File: config.mk
export PLATFORM = sky130hd
export DESIGN_NAME = addr_ram_loader
export DESIGN_NICKNAME = d
export VERILOG_FILES = /design/src/rtl/addr_ram_pkg.sv /design/src/rtl/grant_ctrl.sv /design/src/rtl/byte_table.sv /design/src/rtl/addr_ram_loader.sv
export SDC_FILE = /design/constraint.sdc
export NUM_CORES = 1
export LEC_CHECK = 0
export BUFFER_PORTS_ARGS = -buffer_cell sky130_fd_sc_hd__buf_2
export CAP_MARGIN = 20
export CORE_MARGIN = 3
export CORE_UTILIZATION = 45
export DETAILED_ROUTE_END_ITERATION = 16
export PLACE_DENSITY = 0.72
export SLEW_MARGIN = 15
export SYNTH_ARGS = -nofsm -noshare
export SYNTH_HDL_FRONTEND = slang
export SYNTH_HIERARCHICAL = 1
export SYNTH_SLANG_ARGS = --single-unit
File: constraint.sdc
create_clock -name clk -period 2.5 [get_ports clk]
set_input_delay 0.125 -clock clk [delete_from_list [all_inputs] [get_ports clk]]
set_output_delay 0.125 -clock clk [all_outputs]
set_load 0.005 [all_outputs]
File: src/rtl/addr_ram_pkg.sv
package addr_ram_pkg;
    localparam int DEF_PHY_BYTES = 6;
    localparam int DEF_LOG_BYTES = 8;
    localparam int CFG_REQ_BIT   = 7;
    localparam int CFG_PHY_BIT   = 2;
    localparam int CFG_LOG_BIT   = 1;

    typedef enum logic [1:0] {
        TGT_NONE = 2'd0,
        TGT_PHY  = 2'd1,
        TGT_LOG  = 2'd2
    } tgt_e;

    typedef struct packed {
        logic armed;
        logic pend;
    } grant_st_t;
endpackage

File: src/rtl/grant_ctrl.sv
module grant_ctrl
    import addr_ram_pkg::*;
(
    input  logic clk,
    input  logic rst_n,
    input  logic soft_rst,
    input  logic rcv_en,
    input  logic rcv_idle,
    input  logic req,
    output logic armed,
    output logic pending
);
    grant_st_t st_d, st_q;
    logic armed_now;

    always_comb begin
        st_d      = st_q;
        armed_now = st_q.armed | rcv_en;
        st_d.armed = armed_now;
        if (req && armed_now) begin
            st_d.pend = 1'b1;
        end else if (st_q.pend && (rcv_idle || !rcv_en)) begin
            st_d.pend = 1'b0;
        end
        if (soft_rst) begin
            st_d = '0;
        end
    end

    always_ff @(posedge clk or negedge rst_n) begin
        if (!rst_n) st_q <= '0;
        else        st_q <= st_d;
    end

    assign armed   = st_q.armed;
    assign pending = st_q.pend;
endmodule

File: src/rtl/byte_table.sv
module byte_table #(
    parameter int NBYTES = 6,
    parameter int IDX_W  = 4
) (
    input  logic                clk,
    input  logic                rst_n,
    input  logic                clr,
    input  logic                we,
    input  logic [IDX_W-1:0]    idx,
    input  logic [7:0]          din,
    output logic [8*NBYTES-1:0] flat
);
    logic [NBYTES-1:0][7:0] mem_d, mem_q;

    always_comb begin
        mem_d = mem_q;
        if (we) begin
            for (int i = 0; i < NBYTES; i++) begin
                if (idx == IDX_W'(i)) mem_d[i] = din;
            end
        end
        if (clr) mem_d = '0;
    end

    always_ff @(posedge clk or negedge rst_n) begin
        if (!rst_n) mem_q <= '0;
        else        mem_q <= mem_d;
    end

    assign flat = mem_q;
endmodule

File: src/rtl/addr_ram_loader.sv
module addr_ram_loader
    import addr_ram_pkg::*;
#(
    parameter int PHY_BYTES = DEF_PHY_BYTES,
    parameter int LOG_BYTES = DEF_LOG_BYTES
) (
    input  logic                   clk,
    input  logic                   rst_n,
    input  logic                   soft_rst,
    input  logic                   rcv_en,
    input  logic                   rcv_idle,
    input  logic                   cfg_wr,
    input  logic [7:0]             cfg_wdata,
    output logic [7:0]             cfg_rdata,
    input  logic                   data_wr,
    input  logic [7:0]             data_in,
    output logic [8*PHY_BYTES-1:0] phys_addr,
    output logic [8*LOG_BYTES-1:0] log_filter,
    output logic                   load_done
);
    localparam int MAX_BYTES = (PHY_BYTES > LOG_BYTES) ? PHY_BYTES : LOG_BYTES;
    localparam int PTR_W     = $clog2(MAX_BYTES + 1);

    typedef struct packed {
        tgt_e             tgt;
        logic [PTR_W-1:0] ptr;
    } ld_st_t;

    ld_st_t           ld_d, ld_q;
    logic             armed, pending;
    logic             req, sel_phy, sel_log;
    logic [PTR_W-1:0] tlen;
    logic             room, accept, we_phy, we_log;
    logic             cfg_unused;

    assign req        = cfg_wr && cfg_wdata[CFG_REQ_BIT];
    assign sel_phy    = cfg_wdata[CFG_PHY_BIT];
    assign sel_log    = cfg_wdata[CFG_LOG_BIT];
    assign cfg_unused = ^{cfg_wdata[6:3], cfg_wdata[0]};

    grant_ctrl u_grant (
        .clk      (clk),
        .rst_n    (rst_n),
        .soft_rst (soft_rst),
        .rcv_en   (rcv_en),
        .rcv_idle (rcv_idle),
        .req      (req),
        .armed    (armed),
        .pending  (pending)
    );

    always_comb begin
        ld_d   = ld_q;
        tlen   = (ld_q.tgt == TGT_PHY) ? PTR_W'(PHY_BYTES) : PTR_W'(LOG_BYTES);
        room   = (ld_q.tgt != TGT_NONE) && (ld_q.ptr < tlen);
        accept = data_wr && !cfg_wr && !soft_rst && !pending && room;
        we_phy = accept && (ld_q.tgt == TGT_PHY);
        we_log = accept && (ld_q.tgt == TGT_LOG);
        if (cfg_wr) begin
            if (sel_phy) begin
                ld_d.tgt = TGT_PHY;
                ld_d.ptr = '0;
            end else if (sel_log) begin
                ld_d.tgt = TGT_LOG;
                ld_d.ptr = '0;
            end
        end else if (accept) begin
            ld_d.ptr = ld_q.ptr + 1'b1;
        end
        if (soft_rst) begin
            ld_d.tgt = TGT_NONE;
            ld_d.ptr = '0;
        end
    end

    always_ff @(posedge clk or negedge rst_n) begin
        if (!rst_n) begin
            ld_q.tgt <= TGT_NONE;
            ld_q.ptr <= '0;
        end else begin
            ld_q <= ld_d;
        end
    end

    byte_table #(.NBYTES(PHY_BYTES), .IDX_W(PTR_W)) u_phy (
        .clk (clk), .rst_n (rst_n), .clr (soft_rst), .we (we_phy),
        .idx (ld_q.ptr), .din (data_in), .flat (phys_addr)
    );

    byte_table #(.NBYTES(LOG_BYTES), .IDX_W(PTR_W)) u_log (
        .clk (clk), .rst_n (rst_n), .clr (soft_rst), .we (we_log),
        .idx (ld_q.ptr), .din (data_in), .flat (log_filter)
    );

    assign cfg_rdata = {pending, 4'b0000, ld_q.tgt == TGT_PHY, ld_q.tgt == TGT_LOG, 1'b0};
    assign load_done = (ld_q.tgt != TGT_NONE) && (ld_q.ptr == tlen);
endmodule

==> flow_summary_export.csv, run 1 <==
group,metric,value,unit
synthesis,ys.flop_type,"dfrtp_1",
clocking,cts_tree,"yes",
setup_path,cp.arrival,2.77,ns
clocking,root_buffer,"clkbuf_16",
synthesis,synth_compound_area_share,2.38,%
floorplan,die_h,118,µm
sta,max_freq,410,MHz
clocking,path_clk_slew,0.05,ns
sta,min_period,2.44,ns
clocking,cts.path.max_buffers,2,
synthesis,synth_fa_ha_area_share,0.446,%
drt,drcViolationCount,0,
place,io_buffers,133,
drt,ant_nets,0,
grt,grt.overflow.total,0,
sta,finClkSkew,0.00748,ns
floorplan,start_util,46.4,%
floorplan,row_count,40,
synthesis,syn_area,5610,µm²
setup_path,crit_family,"simple AND/OR/NAND/NOR gates",
grt,grt_use_total,20.1,%
cells_and_area,final_cell_mix,"132 x buf_2, 128 x nand2b_1, 118 x dfrtp_1",
setup_path,end_kind,"flip-flop",
clocking,htreeDepth,4,
cells_and_area,final_common_cell,"buf_2",
drt,finalWirelength,13700,µm
setup_path,cp_num_cells,10,
floorplan,dieWidth,118,µm
synthesis,async_flop_share,100,%
synthesis,synth_top_family_by_area,"simple AND/OR/NAND/NOR gates",
synthesis,synth-simple-area-share,20.4,%
sta,fin_crit_sh,97.6,%
cells_and_area,drive_gt1_share,34.0,%
setup_path,r2r_cells,10,
sta,hold_viol,0,
drt,routedWlPerCell,17.2,µm
cells_and_area,nNetsFinal,639,
clocking,numCtsBuffers,17,
setup_path,worst-path-buf-inv,0,
drt,dr.first_iter.drc_count,253,
sta,hold_ws,0.0710,ns
cells_and_area,insertedDiodeCount,0,
synthesis,ys_warn_count,6,
sta,relSlewSlack,53.3,%
cells_and_area,finalNonFillerCells,795,
worst_hold_path,hold_depth,4,
place,placed_cells,754,
synthesis,yosysSeqAreaShare,53.5,%
cells_and_area,postLayoutCellArea,7260,µm²
sta,drv_slew,0,
grt,antenna_found_initial,0,
setup_path,crit_chain,"nand2b_4 > ha_4 > nor2_4 > o21ai_2 > a2111oi_4 > nand2_1 > nor2_2 > nor3b_4 > and3_4 > mux2i_1",
drt,viasPerCell,4.98,
floorplan,coreArea,12100,µm²
grt,grt_first_pass_wirelength,22200,µm
pwr,p_leak,4.23,nW
worst_hold_path,hp-start,"cfg_wdata[1]",
sta,setup_viol,0,
setup_path,worstSetupPathType,"flip-flop to flip-flop",
setup_path,r2r-start,"ld_q[5]",
setup_path,worst_setup_path_start_kind,"flip-flop",
place,dpl_cell_area,6510,µm²
worst_hold_path,hold_path.class,"primary input to flip-flop",
job,timing.max_cap.violations,0,
synthesis,synth_cells,467,
setup_path,critPathSlowestCell,"a2111oi_4",
floorplan,die-area,13900,µm²
grt,grt_max_degree,77,
synthesis,ys_ff_latch,120,
place,gp_congestion,0.802,
drt,first_pass_iters,4,
cells_and_area,post-route-util,59.9,%
synthesis,ys_types,45,
pwr,vdd_drop_max,0.429,mV
setup_path,cp_slowest_stage_delay,0.40,ns
clocking,clk_latency,0.41,ns
sta,tightest_slew,0.701,ns
synthesis,synth-xor-area-share,0,%
cells_and_area,areaGrowthSynthToFinish,29.3,%
place,hpwl,9280,µm
clocking,clock_sinks,120,
grt,grt_pass1_vias,4184,
sta,rsz0062_at_grt,"yes",
run_status,status,"finished clean",
sta,setup-tns-final,0,ns
synthesis,synth_edf_count,0,
synthesis,avgSynthCellArea,12.0,µm²
setup_path,cp-startpoint,"ld_q[5]",
setup_path,crit_fanout,6,
floorplan,io_pins,144,
drt,vias,3962,
pwr,power_density,657,nW/µm²
synthesis,muxShareOfSynthArea,20.0,%
setup_path,cp.required,2.83,ns
==> sequential cells by signal, indices dropped and copies added, names as in the netlist <==
register / flops
ld_q: 6
u_grant/armed: 1
u_phy/flat: 48
u_grant/pending: 1
u_log/flat: 64
==> power breakdown <==
part / switching (mW) / internal, mW / total, mW / leakage [nW]
Clock: 0.837 / 1.67 / 2.51 / 0.293
Sequential: 0.0313 / 1.95 / 1.99 / 1.67
Combinational: 0.178 / 0.0954 / 0.273 / 2.26
==> logic make-up (layout without fill, tap and decap cells) <==
kind of cell             after synthesis  after routing
AO/OA/AOI/OAI                         17             17
AND/OR/NAND/NOR                      179            179
flip-flops                           120            120
multiplexers                         112            112
other                                  1              5
buffers and inverters                 36            192
adder cells (fa/ha/maj)                2              2
==> worst register-to-register path: stages (launching register included) <==
cell and delay, ns:
dfrtp_1 0.37, nand2b_4 0.16, ha_4 0.17, nor2_4 0.09
o21ai_2 0.08, a2111oi_4 0.41, nand2_1 0.14, nor2_2 0.12
nor3b_4 0.30, and3_4 0.31, mux2i_1 0.22
==> cells in the mapped netlist, types with 2 or more instances <==
library cell / instances / area (µm²)
ha_1: 2 / 25.0
nand2b_1: 128 / 801
nand2_2: 7 / 43.8
nand3_2: 4 / 40.0
clkbuf_1: 17 / 63.8
and3_2: 3 / 22.5
nand3b_1: 2 / 15.0
nand2_1: 6 / 22.5
inv_1: 4 / 15.0
and3_1: 2 / 12.5
nor2_1: 10 / 37.5
buf_6: 3 / 33.8
buf_1: 3 / 11.3
a21oi_1: 6 / 30.0
buf_2: 2 / 10.0
buf_4: 6 / 45.0
mux2i_1: 112 / 1120
nor2b_1: 4 / 25.0
dfrtp_1: 120 / 3000
==> timing repair <==
item                       in CTS  in global routing
setup endpoints to repair      32                 73
hold buffers                    5                  0
resized for setup               3                  9
setup buffers                   1                  3
hold endpoints to repair       54                  0
pin swaps                       3                  3
==> stage by stage <==
step           worst slack [ns]  power [mW]
2_1_floorplan           -0.0129        2.16
3_3_place_gp             0.0567        2.26
3_5_place_dp            -0.0387        2.27
4_1_cts                 -0.0103        4.79
5_1_grt                 -0.0987        4.94
6_report                 0.0595        4.77
==> metal layers <==
| metal | routed length [µm] | global-route usage, % |
|---|---|---|
| met1 | 6160 | 26.8 |
| met2 | 6350 | 31.0 |
| met3 | 931 | 6.63 |
| met4 | 213 | 7.03 |
| met5 | 0 | 0 |
==> worst paths after layout <==
path                                   to  slack, ns
hold reg to reg             u_grant/armed       0.50
hold / removal                    ld_q[4]       0.07
min in group asynchronous  u_log/flat[23]       0.31
setup / recovery           u_phy/flat[30]       0.06
setup reg to reg           u_phy/flat[30]       0.06
max in group asynchronous   u_phy/flat[4]       1.47
==> final cells by class <==
type,instances,area [µm²]
multi-input combinational,315,2520
sequential,120,3010
tap,168,210
fill,1052,4850
timing repair buffer,155,887
clock buffer,25,495
inverter,5,20.0
clock inverter,7,115
(Power assumes the default switching activity.)
==> run 2: changes to the inputs <==
--- a/config.mk
+++ b/config.mk
@@ -10,7 +10,7 @@
 export CORE_MARGIN = 3
 export CORE_UTILIZATION = 45
 export DETAILED_ROUTE_END_ITERATION = 16
-export PLACE_DENSITY = 0.72
+export PLACE_DENSITY = 0.7
 export SLEW_MARGIN = 15
 export SYNTH_ARGS = -nofsm -noshare
 export SYNTH_HDL_FRONTEND = slang
==> constraint.sdc (replaced) <==
create_clock -name clk -period 2.35 [get_ports clk]
set_input_delay 0.1175 -clock clk [delete_from_list [all_inputs] [get_ports clk]]
set_output_delay 0.1175 -clock clk [all_outputs]
set_load 0.005 [all_outputs]
==> run 2 against run 1 <==
Net effect: the run now ends with setup timing left; die area stayed put; final cell count increased by 1.4%; register-to-register slack got worse by 0.22 ns; count of clock-buffer cells in the layout shrank 2; worst hold slack worse by 0.016 ns; via count rose by 0.88%; worst setup slack got worse by 0.22 ns; critical path depth rose by 1; global-route usage grew 0.99 points; sequential cell count unchanged; first-iteration DRC count is 7.1% higher.
==> flow_summary_export.csv, run 2 (synthesis results as in run 1) <==
group,metric,value,unit
setup_path,crit_fanout,6,
setup_path,worstSetupPathType,"flip-flop to flip-flop",
setup_path,r2r-start,"ld_q[5]",
sta,max_freq,398,MHz
sta,fin_crit_sh,107,%
floorplan,io_pins,144,
job,timing.max_cap.violations,0,
setup_path,worst_r2r_endpoint,"u_phy/flat[30]",
sta,finClkSkew,0.00701,ns
clocking,numCtsBuffers,17,
setup_path,r2r_cells,11,
cells_and_area,final_common_cell,"buf_2",
clocking,clock_sinks,120,
worst_hold_path,whs_endpoint,"ld_q[4]",
pwr,power,4.90,mW
worst_hold_path,hold_path.class,"primary input to flip-flop",
cells_and_area,areaGrowthSynthToFinish,32.0,%
pwr,vdd_drop_max,0.394,mV
clocking,cts_tree,"yes",
setup_path,end_kind,"flip-flop",
place,hpwl,9520,µm
floorplan,dieWidth,118,µm
cells_and_area,drive_gt1_share,36.1,%
pwr,power_density,661,nW/µm²
grt,grt_max_degree,95,
grt,grt_pass1_vias,4242,
setup_path,cp.required,2.68,ns
floorplan,die-area,13900,µm²
floorplan,start_util,46.4,%
setup_path,rrSetupSlack,-0.16,ns
run_status,status,"complete, but fails checks",
grt,grt_use_total,21.1,%
clocking,htreeDepth,4,
clocking,root_buffer,"clkbuf_16",
drt,drcViolationCount,0,
worst_hold_path,hold_depth,4,
drt,viasPerCell,4.96,
grt,grt_first_pass_wirelength,23000,µm
worst_hold_path,hp-start,"cfg_wdata[1]",
grt,grt.overflow.total,0,
drt,first_pass_iters,4,
floorplan,row_count,40,
clocking,clk_latency,0.41,ns
sta,min_period,2.51,ns
cells_and_area,largest_reg_flops,64,
sta,setup_viol,102,
sta,rsz0062_at_grt,"yes",
drt,ant_nets,0,
sta,drv_slew,0,
floorplan,die_h,118,µm
drt,finalWirelength,14200,µm
floorplan,coreArea,12100,µm²
place,pre_cts_slack,-0.170,ns
pwr,p_leak,4.26,nW
cells_and_area,insertedDiodeCount,0,
sta,tightest_slew,0.703,ns
clocking,cts.path.max_buffers,2,
drt,vias,3997,
drt,dr.first_iter.drc_count,271,
grt,antenna_found_initial,0,
cells_and_area,final_cell_mix,"132 x buf_2, 128 x nand2b_1, 119 x dfrtp_1",
run_status,violations,"setup timing",
setup_path,cp.arrival,2.85,ns
setup_path,worst_setup_path_start_kind,"flip-flop",
sta,hold_viol,0,
place,gp_congestion,0.749,
sta,fin_ws,-0.163,ns
cells_and_area,post-route-util,61.2,%
clocking,path_clk_slew,0.05,ns
drt,routedWlPerCell,17.6,µm
place,io_buffers,133,
cells_and_area,nNetsFinal,651,
sta,relSlewSlack,53.1,%
run 2: repair_timing:
| action | in CTS | in global routing |
|---|---|---|
| setup endpoints to repair | 103 | 113 |
| hold buffers | 6 | 0 |
| pin swaps | 7 | 5 |
| gates resized for setup | 7 | 16 |
| buffers inserted | 7 | 6 |
| hold endpoints to repair | 43 | 0 |
| cloned | 0 | 0 |
run 2: worst max path at each step:
stage / startpoint / endpoint / slack [ns] / cells past startpoint
4_1_cts: ld_q[5] / u_phy/flat[30] / -0.08 / 11
6_report: ld_q[5] / u_phy/flat[30] / -0.16 / 11
2_1_floorplan: ld_q[5] / u_phy/flat[25] / -0.17 / 11
3_5_place_dp: ld_q[5] / u_phy/flat[26] / -0.17 / 11
5_1_grt: ld_q[5] / u_phy/flat[26] / -0.28 / 11
3_3_place_gp: ld_q[5] / u_phy/flat[27] / -0.12 / 11
run 2: per-layer routing:
layer	wire, µm	share of wire, %	vias up	GRT usage (%)
met2	6870	48	127	34.3
met1	6310	45	1981	26.9
met5	0	0	-	0
met4	121	0.85	0	6.01
met3	870	6.1	12	7.40
li1	-	-	1877	-
run 2: per-stage QoR:
step	std cells	setup TNS, ns	instance area, µm²	hold WS, ns
after detailed placement	759	-9.29	6570	0.145
after global routing	806	-21.08	7410	0.0641
after floorplan	471	-9.23	5700	-0.178
final	806	-8.87	7410	0.0553
after global placement	759	-5.05	6570	0.131
after CTS	803	-1.17	7290	0.0414
run 2: final cells by class:
type / instances / area, µm²
repair buffers: 167 / 995
fillers: 1022 / 4700
flip-flops and latches: 120 / 3000
inverters: 5 / 20.0
clock inverters: 8 / 70.1
well taps: 168 / 210
multi-input cells: 315 / 2620
clock buffers: 23 / 498
run 2: where the power goes:
group	internal, mW	total [mW]	switching [mW]
clock network	1.58	2.46	0.888
logic	0.113	0.319	0.206
registers	2.08	2.12	0.0392
total	3.77	4.90	1.13
run 2: worst max-delay path, cell delays in order, from the launching register on:
cell       delay, ns
dfrtp_1         0.38
nand2b_4        0.16
ha_4            0.22
nor2_4          0.07
a21oi_2         0.05
a2111oi_4       0.46
nand2_1         0.16
nor2_2          0.14
nor3b_4         0.21
buf_4           0.14
and3_4          0.24
mux2i_1         0.21
